File: src/rtl/dshw_pkg.sv
package dshw_pkg;
  typedef enum logic [2:0] {
    SEL_ALO = 3'd0,
    SEL_AHI = 3'd1,
    SEL_DAT = 3'd2,
    SEL_ILO = 3'd3,
    SEL_RAC = 3'd4,
    SEL_CTL = 3'd5,
    SEL_IRQ = 3'd6,
    SEL_RSV = 3'd7
  } host_sel_e;

  typedef struct packed {
    logic diag;
    logic io_inc;
    logic mem_inc;
    logic irq_en;
  } bridge_ctl_t;

  // Address after one stepping access.
  function automatic logic [31:0] step_addr(input logic [31:0] a, input logic instr);
    return a + (instr ? 32'd4 : 32'd1);
  endfunction

  // Word placed on the memory port for a common-port or clearing access.
  function automatic logic [31:0] pack_word(input logic instr, input logic clr,
                                            input logic [15:0] hi, input logic [15:0] lo);
    if (clr)        return 32'h0;
    else if (instr) return {hi, lo};
    else            return {16'h0, hi};
  endfunction
endpackage

File: src/rtl/dshw_addr_ctr.sv
module dshw_addr_ctr #(
  parameter int ISTORE_BIT = 22
) (
  input  logic        clk,
  input  logic        rst,
  input  logic        ld_lo,
  input  logic        ld_hi,
  input  logic [15:0] wdata,
  input  logic        step_ev,
  output logic [31:0] addr,
  output logic        is_instr
);
  import dshw_pkg::*;
  logic [31:0] addr_q;

  always_ff @(posedge clk) begin
    if (rst)          addr_q <= '0;
    else if (ld_lo)   addr_q[15:0]  <= wdata;
    else if (ld_hi)   addr_q[31:16] <= wdata;
    else if (step_ev) addr_q <= step_addr(addr_q, addr_q[ISTORE_BIT]);
  end

  assign addr     = addr_q;
  assign is_instr = addr_q[ISTORE_BIT];
endmodule

File: src/rtl/dshw_irq_pend.sv
module dshw_irq_pend #(
  parameter int NSRC = 16
) (
  input  logic            clk,
  input  logic            rst,
  input  logic            clr_wr,
  input  logic [NSRC-1:0] keep_mask,
  input  logic [NSRC-1:0] set,
  output logic [NSRC-1:0] pend
);
  logic [NSRC-1:0] pend_q;

  always_ff @(posedge clk) begin
    if (rst)         pend_q <= '0;
    else if (clr_wr) pend_q <= (pend_q & keep_mask) | set;
    else             pend_q <= pend_q | set;
  end

  assign pend = pend_q;
endmodule

File: src/rtl/dshw_xfer.sv
module dshw_xfer (
  input  logic                clk,
  input  logic                rst,
  input  dshw_pkg::host_sel_e sel,
  input  logic                wr,
  input  logic                rd,
  input  logic [15:0]         wdata,
  input  logic                is_instr,
  input  logic                mem_inc,
  input  logic [31:0]         mem_rdata,
  output logic                mem_we,
  output logic [31:0]         mem_wdata,
  output logic                step_ev,
  output logic [15:0]         data_rd
);
  import dshw_pkg::*;
  logic [15:0] stage_q;
  logic        dat_acc, rac_rd, ilo_wr;

  assign dat_acc = (wr || rd) && (sel == SEL_DAT);
  assign rac_rd  = rd && (sel == SEL_RAC);
  assign ilo_wr  = wr && (sel == SEL_ILO);

  always_ff @(posedge clk) begin
    if (rst)         stage_q <= '0;
    else if (ilo_wr) stage_q <= wdata;
  end

  assign mem_we    = (wr && (sel == SEL_DAT)) || rac_rd;
  assign mem_wdata = pack_word(is_instr, rac_rd, wdata, stage_q);
  assign step_ev   = mem_inc && (dat_acc || rac_rd);

  always_comb begin
    data_rd = mem_rdata[15:0];
    if (sel == SEL_DAT && is_instr) data_rd = mem_rdata[31:16];
  end
endmodule

File: src/rtl/dsp_host_window.sv
module dsp_host_window #(
  parameter int NSRC       = 16,
  parameter int ISTORE_BIT = 22
) (
  input  logic            clk,
  input  logic            rst,
  input  logic [2:0]      host_sel,
  input  logic            host_wr,
  input  logic            host_rd,
  input  logic [15:0]     host_wdata,
  output logic [15:0]     host_rdata,
  output logic [31:0]     mem_addr,
  output logic [31:0]     mem_wdata,
  output logic            mem_we,
  input  logic [31:0]     mem_rdata,
  input  logic [NSRC-1:0] dsp_irq_set,
  output logic            irq_out
);
  import dshw_pkg::*;

  host_sel_e       sel;
  bridge_ctl_t     ctl_q;
  logic [31:0]     win_addr;
  logic            is_instr, step_ev;
  logic [15:0]     data_rd, pend_ext, ctl_ext;
  logic [NSRC-1:0] pend;
  logic            irq_en_w, mem_inc_w;

  assign sel       = host_sel_e'(host_sel);
  assign irq_en_w  = ctl_q.irq_en;
  assign mem_inc_w = ctl_q.mem_inc;

  always_ff @(posedge clk) begin
    if (rst)                               ctl_q <= '0;
    else if (host_wr && sel == SEL_CTL)    ctl_q <= bridge_ctl_t'(host_wdata[3:0]);
  end

  dshw_addr_ctr #(.ISTORE_BIT(ISTORE_BIT)) addr_i (
    .clk(clk), .rst(rst),
    .ld_lo(host_wr && sel == SEL_ALO),
    .ld_hi(host_wr && sel == SEL_AHI),
    .wdata(host_wdata), .step_ev(step_ev),
    .addr(win_addr), .is_instr(is_instr)
  );

  dshw_xfer xfer_i (
    .clk(clk), .rst(rst), .sel(sel), .wr(host_wr), .rd(host_rd),
    .wdata(host_wdata), .is_instr(is_instr), .mem_inc(mem_inc_w),
    .mem_rdata(mem_rdata), .mem_we(mem_we), .mem_wdata(mem_wdata),
    .step_ev(step_ev), .data_rd(data_rd)
  );

  dshw_irq_pend #(.NSRC(NSRC)) pend_i (
    .clk(clk), .rst(rst),
    .clr_wr(host_wr && sel == SEL_IRQ),
    .keep_mask(host_wdata[NSRC-1:0]),
    .set(dsp_irq_set), .pend(pend)
  );

  always_comb begin
    pend_ext = '0;
    pend_ext[NSRC-1:0] = pend;
    ctl_ext = {12'h0, ctl_q};
  end

  always_comb begin
    case (sel)
      SEL_ALO:                   host_rdata = win_addr[15:0];
      SEL_AHI:                   host_rdata = win_addr[31:16];
      SEL_DAT, SEL_ILO, SEL_RAC: host_rdata = data_rd;
      SEL_CTL:                   host_rdata = ctl_ext;
      SEL_IRQ:                   host_rdata = pend_ext;
      default:                   host_rdata = '0;
    endcase
  end

  assign mem_addr = win_addr;
  assign irq_out  = ctl_q.irq_en && (|pend);
endmodule

File: config.mk
export PLATFORM = sky130hd
export DESIGN_NAME = dsp_host_window
export DESIGN_NICKNAME = d
export VERILOG_FILES = /design/src/rtl/dshw_pkg.sv /design/src/rtl/dshw_addr_ctr.sv /design/src/rtl/dshw_irq_pend.sv /design/src/rtl/dshw_xfer.sv /design/src/rtl/dsp_host_window.sv
export SDC_FILE = /design/constraint.sdc
export NUM_CORES = 1
export LEC_CHECK = 0
export BUFFER_PORTS_ARGS = -buffer_cell sky130_fd_sc_hd__buf_4
export CAP_MARGIN = 15
export CORE_UTILIZATION = 45
export DETAILED_ROUTE_END_ITERATION = 16
export HOLD_SLACK_MARGIN = 0.06
export PLACE_DENSITY = 0.84
export SETUP_SLACK_MARGIN = 0.4
export SLEW_MARGIN = 5
export SYNTH_ARGS = -nofsm -noshare
export SYNTH_HDL_FRONTEND = slang
export SYNTH_SLANG_ARGS = --single-unit
File: constraint.sdc
create_clock -name clk -period 3.2 [get_ports clk]
set_input_delay 0.32 -clock clk [delete_from_list [all_inputs] [get_ports clk]]
set_output_delay 0.32 -clock clk [all_outputs]
set_load 0.05 [all_outputs]
-- Yosys cells after proc, flatten, opt, wreduce, memory -nomap -nowiden
Index checks and enable logic that the tools add are counted.
- flip-flop bits (word level): 68
- input bits: 71
- output and inout bits: 82
- word-level logic and storage cells: 51
- $add $sub $neg: 1
- equal/unequal tests: 7
- multiplexer cells: 10
- bitwise operators: 4
- reductions and logical operators: 21
- operator list (operator ; number):
    $mux W32 ; 3
    $mux W16 ; 5
    $pmux W16 S5 ; 1
    $add A32 B32 Y32 ; 1
    $or A16 B16 Y16 ; 2
    $and A16 B16 Y16 ; 1
    $reduce_or A16 Y1 ; 1
    $logic_and A1 B1 Y1 ; 11
    $eq A3 B3 Y1 const B ; 3
    $eq A3 B2 Y1 const B ; 2
    $reduce_and A2 Y1 ; 2
    $reduce_bool A2 Y1 ; 2
    $eq A3 B1 Y1 const B ; 1
    $logic_not A3 Y1 ; 1
    $logic_or A1 B1 Y1 ; 3
    $mux W3 ; 1
    $reduce_or A3 Y1 ; 1
    $ne A2 B1 Y1 const B ; 1
    $not A1 Y1 ; 1

-- Longest topological paths before layout
Gate-level depths: netlist (run 1).
- word-level depth: 7
- gate-level depth with buffers: 9
- depth with buffers taken out: 8

-- Hierarchy
From an unflattened synthesis (run 1), not the netlist that was laid out.
- cell total of the unflattened synthesis: 581
- area total of the unflattened synthesis: 4880.9 µm²
- by module, submodules not included (module ; times used ; cells an instance ; area an instance (µm²) ; seq. area each (µm²)):
    dshw_addr_ctr ; 1 ; 255 ; 2005.7 ; 640.6
    dshw_xfer ; 1 ; 153 ; 1214.9 ; 320.3
    dsp_host_window ; 1 ; 106 ; 928.4 ; 80.1
    dshw_irq_pend ; 1 ; 67 ; 732.0 ; 320.3

-- Least setup slack after synthesis (run 1)
OpenSTA, ideal clock, no wires.
- kind: in2out
- from: input port host_sel[1]
- to: output port host_rdata[0]
- data arrival time: 2.381 ns
- data required time: 2.880 ns
- setup slack: 0.499 ns
- stages: 7
- buffers on the path: 3
- cell sequence: clkbuf_1 > and2b_1 > nor3b_1 > buf_2 > buf_2 > mux2i_1 > o221ai_1
- longest elaborated chain between the ends: 4
- elaborated cells between the ends (all ways): 11
- classes of those cells: eq/ne (6); mux (2); reduce/logical (3)
- ends and longest elaborated chain (element ; RTL line ; RTL):
    from (decl) ; dsp_host_window.sv:7 ; input logic [2:0] host_sel,
    $eq A3 B2 Y1 ; dshw_xfer.sv:35, dsp_host_window.sv:67 ;
    $logic_and A1 B1 Y1 ; dshw_xfer.sv:35 ; if (sel == SEL_DAT && is_instr) data_rd = mem_rdata[31:16];
    $mux W16 ; dshw_xfer.sv:35 ;
    $pmux W16 S5 (*) ; dsp_host_window.sv:67 ; case (sel)
    to (decl) ; dsp_host_window.sv:11 ; output logic [15:0] host_rdata,
Mark *: on every way between the ends. The rest lies on a longest branch, timed or not.

-- Worst setup path after layout (run 1)
- from: input port host_sel[0]
- to: output port host_rdata[8]
Same word-level chain as after synthesis.

==> results of run 1 <==
[how the worst max path moves through the flow]
stage | to | slack [ns] | cells past startpoint
detailed placement | mem_wdata[24] | 0.58 | 6
global placement | host_rdata[8] | 0.67 | 7
floorplan | host_rdata[0] | 0.50 | 7
CTS | mem_wdata[24] | 0.56 | 6
finish | host_rdata[8] | 0.60 | 7
global route | addr_i.addr[27]$_SDFFE_PP0P_ | 0.50 | 7
[kinds of logic after synthesis]
family	Yosys count	share of synthesized area, %
AOI/OAI and AO/OA	155	22.6
xor gates and xnor gates	6	1.21
adders and majority gates	3	0.864
buffers and inverters	63	5.73
DFF	68	31.3
muxes	53	12.2
and+or+nand+nor	220	26.1
[layout make-up]
class	count	area, um2
Inverter	20	75.1
Timing Repair Buffer	159	1190
Multi-Input combinational cell	437	2750
Tap cell	129	161
Fill cell	857	3580
Clock buffer	10	128
Clock inverter	5	30.0
Sequential cell	68	1360
[critical path, stage by stage]
cell	delay, ns
buf_4	0.24
and2b_1	0.36
nor3b_2	0.32
buf_4	0.24
mux2i_1	0.30
o221ai_1	0.21
buf_4	0.27
[metrics by stage]
step	total power, mW	instance area, um2	cells	hold WS [ns]
finish	2.05	5700	828	0.197
global route	2.11	5700	828	0.201
CTS	2.04	5700	828	0.191
detailed placement	1.44	5540	813	0.448
global placement	1.43	5540	813	0.442
floorplan	1.22	4350	568	0.436
[per-layer routing]
| metal | up-vias | share of wire, % |
|---|---|---|
| met5 | - | 0 |
| met2 | 367 | 45 |
| met4 | 0 | 4.1 |
| met3 | 48 | 11 |
| li1 | 2320 | - |
| met1 | 2373 | 40 |
[repair_timing]
action,4_1_cts,5_1_grt
setup endpoints to repair,0,8
hold endpoints to repair,0,0
gates resized for setup,0,1
[sequential cells by signal, summed over array words and instances, names as in the netlist]
name,count
addr_i.addr,32
irq_en_w,1
ctl_ext,2
mem_inc_w,1
pend_i.pend,16
xfer_i.stage_q,16
[power by group through the flow]
| stage | Clock [mW] | Combinational (mW) | Sequential, mW |
|---|---|---|---|
| 5_1_grt | 0.655 | 0.548 | 0.908 |
| 2_1_floorplan | 0 | 0.287 | 0.938 |
| 4_1_cts | 0.618 | 0.518 | 0.904 |
| 6_report | 0.624 | 0.523 | 0.905 |
| 3_3_place_gp | 0 | 0.510 | 0.922 |
| 3_5_place_dp | 0 | 0.516 | 0.924 |
[layout by cell type (no fill, tap or decap), types with 6 or more instances in the layout]
cell      count
a211oi_1     11
a21oi_1      50
a311oi_1      9
a31oi_1       8
and2_1       20
and3_1        6
buf_4       159
clkbuf_8      9
dfxtp_1      68
inv_1        20
mux2i_1      53
nand2_1      81
nand3_1      12
nand4_1      10
nor2_1       43
o21ai_0      30
o21ai_1       8
o221ai_1     16
or3_1        13
==> flow_metrics.env, run 1 <==
export IMPL_r2r_end="addr_i.addr[27]$_SDFFE_PP0P_"
export IMPL_h_tree_depth=3
export IMPL_rr_worst_depth=7
export IMPL_yosysSeqAreaShare_pct=31.3
export IMPL_fp_dieH_um=100
export IMPL_fin_skew_ns=0.00861
export IMPL_crit_start="host_sel[0]"
export IMPL_dp_hpwl_mm=11.9
export IMPL_cts_sinks=68
export IMPL_ant_nets=0
export IMPL_worst_setup_path_start_kind="primary input"
export IMPL_slew_headroom_pct=27.3
export IMPL_coreArea_um2=9280
export IMPL_cts_setup_buffers=0
export IMPL_grt_overflow=0
export IMPL_placement_rows=35
export IMPL_n_antenna_cell=0
export IMPL_rsz0062_at_grt="no"
export IMPL_r2r_slack_ns=0.71
export IMPL_synth_area_um2=4350
export IMPL_ir_drop_mv=0.248
export IMPL_avgSynthCellArea_um2=7.65
export IMPL_initial_core_util_pct=46.8
export IMPL_busiest_layer="met2"
export IMPL_hold_path_endpoint="pend_i.pend[2]$_SDFF_PP0_"
export IMPL_grt_max_degree=68
export IMPL_wl_per_cell_um=20.1
export IMPL_critPathRequiredTime_ns=2.88
export IMPL_clk_path_buf_depth=2
export IMPL_worstPathMaxFanout=30
export IMPL_path_class="primary input to output port"
export IMPL_final_nets=769
export IMPL_antenna_found_initial=0
export IMPL_synthTopCellsByCount="nand2_1, dfxtp_1, mux2i_1"
export IMPL_async_flop_share_pct=0
export IMPL_clk_pin_slew_ns=0.08
export IMPL_finalSetupViolCount=0
export IMPL_avgViaCountPerCell=6.17
export IMPL_tns_ns=0
export IMPL_worstSetupEndpointType="output port"
export IMPL_min_path_type="primary input to flip-flop"
export IMPL_finalHoldViolCount=0
export IMPL_hold_buffers=0
export IMPL_synth_edff_count=0
export IMPL_yosysWarningCount=0
export IMPL_drc_errors=0
export IMPL_ys_ff_latch=68
export IMPL_synth_largest_area_cell="dfxtp_1"
export IMPL_synthCells=568
export IMPL_fp_dieW_um=100
export IMPL_max_freq_mhz=384
export IMPL_clockRootBuffer="clkbuf_8"
export IMPL_outcome="finished clean"
export IMPL_synth_fp_nets=642
export IMPL_detail_route_wirelength_mm=16.6
export IMPL_preCtsSetupSlack_ns=0.576
export IMPL_synth_most_common_cell="nand2_1"
export IMPL_ioPinCount=153
export IMPL_worstMarginPinSlew_ns=1.09
export IMPL_drt_iter0_markers=384
export IMPL_ys_top_cells_by_area="dfxtp_1, mux2i_1, nand2_1"
export IMPL_cts_tree="built"
export IMPL_grt_pass1_wl_mm=25.8
export IMPL_gr_usage_met3_pct=5.78
export IMPL_clock_latency_ns=0.36
export IMPL_globalplace_congestion=0.993
export IMPL_internal_power_mw=1.32
export IMPL_p_leak_nw=2.37
export IMPL_swShare_pct=35.5
export IMPL_synth_distinct_cells=56
export IMPL_slew_violations=0
export IMPL_reg2reg_from="addr_i.addr[22]$_SDFFE_PP0P_"
export IMPL_min_from="dsp_irq_set[2]"
export IMPL_yosys_most_used_dff="dfxtp_1"
export IMPL_fin_crit_sh_pct=81.4
export IMPL_grt_use_met2_pct=53.0
export IMPL_drive_gt1_share_pct=26.5
export IMPL_final_min_clock_period_ns=2.60
export IMPL_cap_violations=0
export IMPL_p_switching_mw=0.728
export IMPL_cts_made_buffers=9
export IMPL_syn2layout_area_growth_pct=31.1
export IMPL_grt_use_met1_pct=43.9
export IMPL_power_frac_seq_pct=44.1
export IMPL_combPwrFrac_pct=25.5
export IMPL_fin_util_pct=61.4
export IMPL_grt_pass1_vias=4786
export IMPL_clkPwrFrac_pct=30.4
export IMPL_port_buffers=152
export IMPL_grt_total_usage_pct=33.6
export IMPL_yosys_area_top_type_share_pct=31.3
export IMPL_drt_pass1_iter_count=5
export IMPL_fin_ws_ns=0.595
export IMPL_hold_depth=3
export IMPL_route_vias_total=5108
export IMPL_p_per_area_nw_per_um2=360
export IMPL_cp_arrival_ns=2.28
export IMPL_die_area_um2=10100
No activity file was read; power rests on OpenSTA's default activity.
==> run 2, diff against run 1 <==
Clock period 3.2 ns to 2.4 ns, I/O delays scaled along.
==> run 2 against run 1 <==
  * Worst hold slack got worse by 0.074 ns
  * Clock skew up 0.0025 ns
  * Routed wire length increased by 9.4%
  * Power increased by 46%
  * Critical path depth is 1 lower
  * Count of clock-buffer cells in the layout rose by 3
  * Non-clock buffer count grew 27
  * Via count rose by 6.2%
  * Largest cell class unchanged
  * First-iteration DRC count is 54% higher
  * Cell count is 3.4% higher
==> flow_metrics.env, run 2 (synthesized netlist as in run 1, its figures left out) <==
export IMPL_cts_tree="built"
export IMPL_ant_nets=0
export IMPL_path_class="flip-flop to output port"
export IMPL_port_buffers=152
export IMPL_finalHoldViolCount=0
export IMPL_crit_start="addr_i.addr[22]$_SDFFE_PP0P_"
export IMPL_p_per_area_nw_per_um2=469
export IMPL_grt_overflow=0
export IMPL_hold_depth=3
export IMPL_drc_errors=0
export IMPL_ioPinCount=153
export IMPL_hold_path_endpoint="pend_i.pend[11]$_SDFF_PP0_"
export IMPL_worst_setup_path_start_kind="flip-flop"
export IMPL_drt_iter0_markers=593
export IMPL_initial_core_util_pct=46.8
export IMPL_grt_pass1_vias=4969
export IMPL_globalplace_congestion=0.953
export IMPL_min_from="dsp_irq_set[11]"
export IMPL_whs_ns=0.123
export IMPL_wl_per_cell_um=21.2
export IMPL_slew_violations=0
export IMPL_clk_pin_slew_ns=0.08
export IMPL_drt_pass1_iter_count=7
export IMPL_grt_max_degree=42
export IMPL_final_common_cell="buf_4"
export IMPL_coreArea_um2=9280
export IMPL_p_leak_nw=2.64
export IMPL_largest_reg_flops=32
export IMPL_r2r_slack_ns=0.27
export IMPL_critPathRequiredTime_ns=2.16
export IMPL_slowest_stage="dfxtp_4"
export IMPL_avgViaCountPerCell=6.34
export IMPL_cpPeakStageDelay_ns=0.39
export IMPL_mostFrequentLayoutCells="buf_4, nand2_1, a21oi_1"
export IMPL_fp_dieH_um=100
export IMPL_rsz0062_at_grt="yes"
export IMPL_rr_worst_depth=5
export IMPL_crit_buf_inv=3
export IMPL_reg2reg_from="addr_i.addr[14]$_SDFFE_PP0P_"
export IMPL_ir_drop_mv=0.310
export IMPL_grt_total_usage_pct=35.0
export IMPL_worstSetupEndpointType="output port"
export IMPL_detail_route_wirelength_mm=18.2
export IMPL_cp_arrival_ns=1.93
export IMPL_placement_rows=35
export IMPL_worstPathMaxFanout=6
export IMPL_die_area_um2=10100
export IMPL_syn2layout_area_growth_pct=47.4
export IMPL_path_delay_family="buffers and inverters"
export IMPL_grt_pass1_wl_mm=26.7
export IMPL_dp_hpwl_mm=12.8
export IMPL_slew_headroom_pct=40.3
export IMPL_clockRootBuffer="clkbuf_8"
export IMPL_outcome="finished clean"
export IMPL_tns_ns=0
export IMPL_total_power_mw=3.00
export IMPL_fp_dieW_um=100
export IMPL_cts_sinks=68
export IMPL_fin_skew_ns=0.0111
export IMPL_max_freq_mhz=462
export IMPL_hold_buffers=0
export IMPL_finalSetupViolCount=0
export IMPL_cap_violations=0
export IMPL_antenna_found_initial=0
export IMPL_h_tree_depth=3
export IMPL_final_min_clock_period_ns=2.17
export IMPL_cts_made_buffers=9
export IMPL_min_path_type="primary input to flip-flop"
export IMPL_clock_latency_ns=0.36
export IMPL_worstMarginPinSlew_ns=0.896
export IMPL_n_antenna_cell=0
export IMPL_fin_crit_sh_pct=90.2
export IMPL_final_nets=796
export IMPL_route_vias_total=5423
export IMPL_crit_chain="inv_6 -> nor3b_4 -> buf_6 -> mux2i_1 -> o221ai_1 -> buf_4"
export IMPL_clk_path_buf_depth=2
export IMPL_drive_gt1_share_pct=39.2
export IMPL_r2r_end="addr_i.addr[23]$_SDFFE_PP0P_"
## run 2: cell count changes in the layout (fill, tap and decap cells not counted), sizes merged
cell      previous run  this run
buf                159       186
clkinv               3         2
clkbuf              10        13
inv                 20        21
clkinvlp             2         0
## run 2: what timing repair did
action / CTS / global route
endpoints found under the hold margin: 0 / 0
cloned: 1 / 0
resized for setup: 22 / 29
endpoints found under the setup margin: 45 / 47
setup buffers: 10 / 7
pin swaps: 17 / 16
## run 2: stage by stage
stage          utilization, %  setup slack [ns]  area, um2  instances
2_1_floorplan               -             0.245       4590        568
3_3_place_gp             62.7             0.204       5820        822
3_5_place_dp             62.7             0.211       5820        822
4_1_cts                  67.0             0.263       6220        849
5_1_grt                  69.0             0.190       6410        856
6_report                 69.0             0.235       6410        856
## run 2: final cells by class
class | count | area [um2]
repair buffers | 186 | 1470
clock inverters | 3 | 22.5
fillers | 762 | 2880
well taps | 129 | 161
inverters | 20 | 80.1
flip-flops and latches | 68 | 1410
clock buffers | 13 | 201
multi-input cells | 437 | 3070
## run 2: worst max-delay path by stage
stage	end	slack, ns	cells after the start
floorplan	addr_i.addr[24]$_SDFFE_PP0P_	0.24	9
global placement	host_rdata[1]	0.20	7
finish	host_rdata[4]	0.23	6
global route	host_rdata[12]	0.19	6
CTS	host_rdata[14]	0.26	6
detailed placement	addr_i.addr[27]$_SDFFE_PP0P_	0.21	6
## run 2: layer usage
metal  vias to the layer above  routed length, um  track usage (%)
li1                       2381                  -                -
met1                      2510               6440             42.6
met2                       423               8320             56.2
met3                       109               2160             6.82
met4                         0               1260             22.7
met5                         -                  0                0
## run 2: worst reg2reg max path, stage by stage, from the launching register on
cell	delay, ns
dfxtp_2	0.44
nand4_1	0.31
nor3_4	0.35
nand4_1	0.27
or3_1	0.41
a311oi_2	0.26
## run 2: where the power goes
part | switching (mW) | leakage, nW | internal (mW)
logic | 0.495 | 1.96 | 0.279
registers | 0.0428 | 0.568 | 1.16
clock network | 0.466 | 0.116 | 0.562
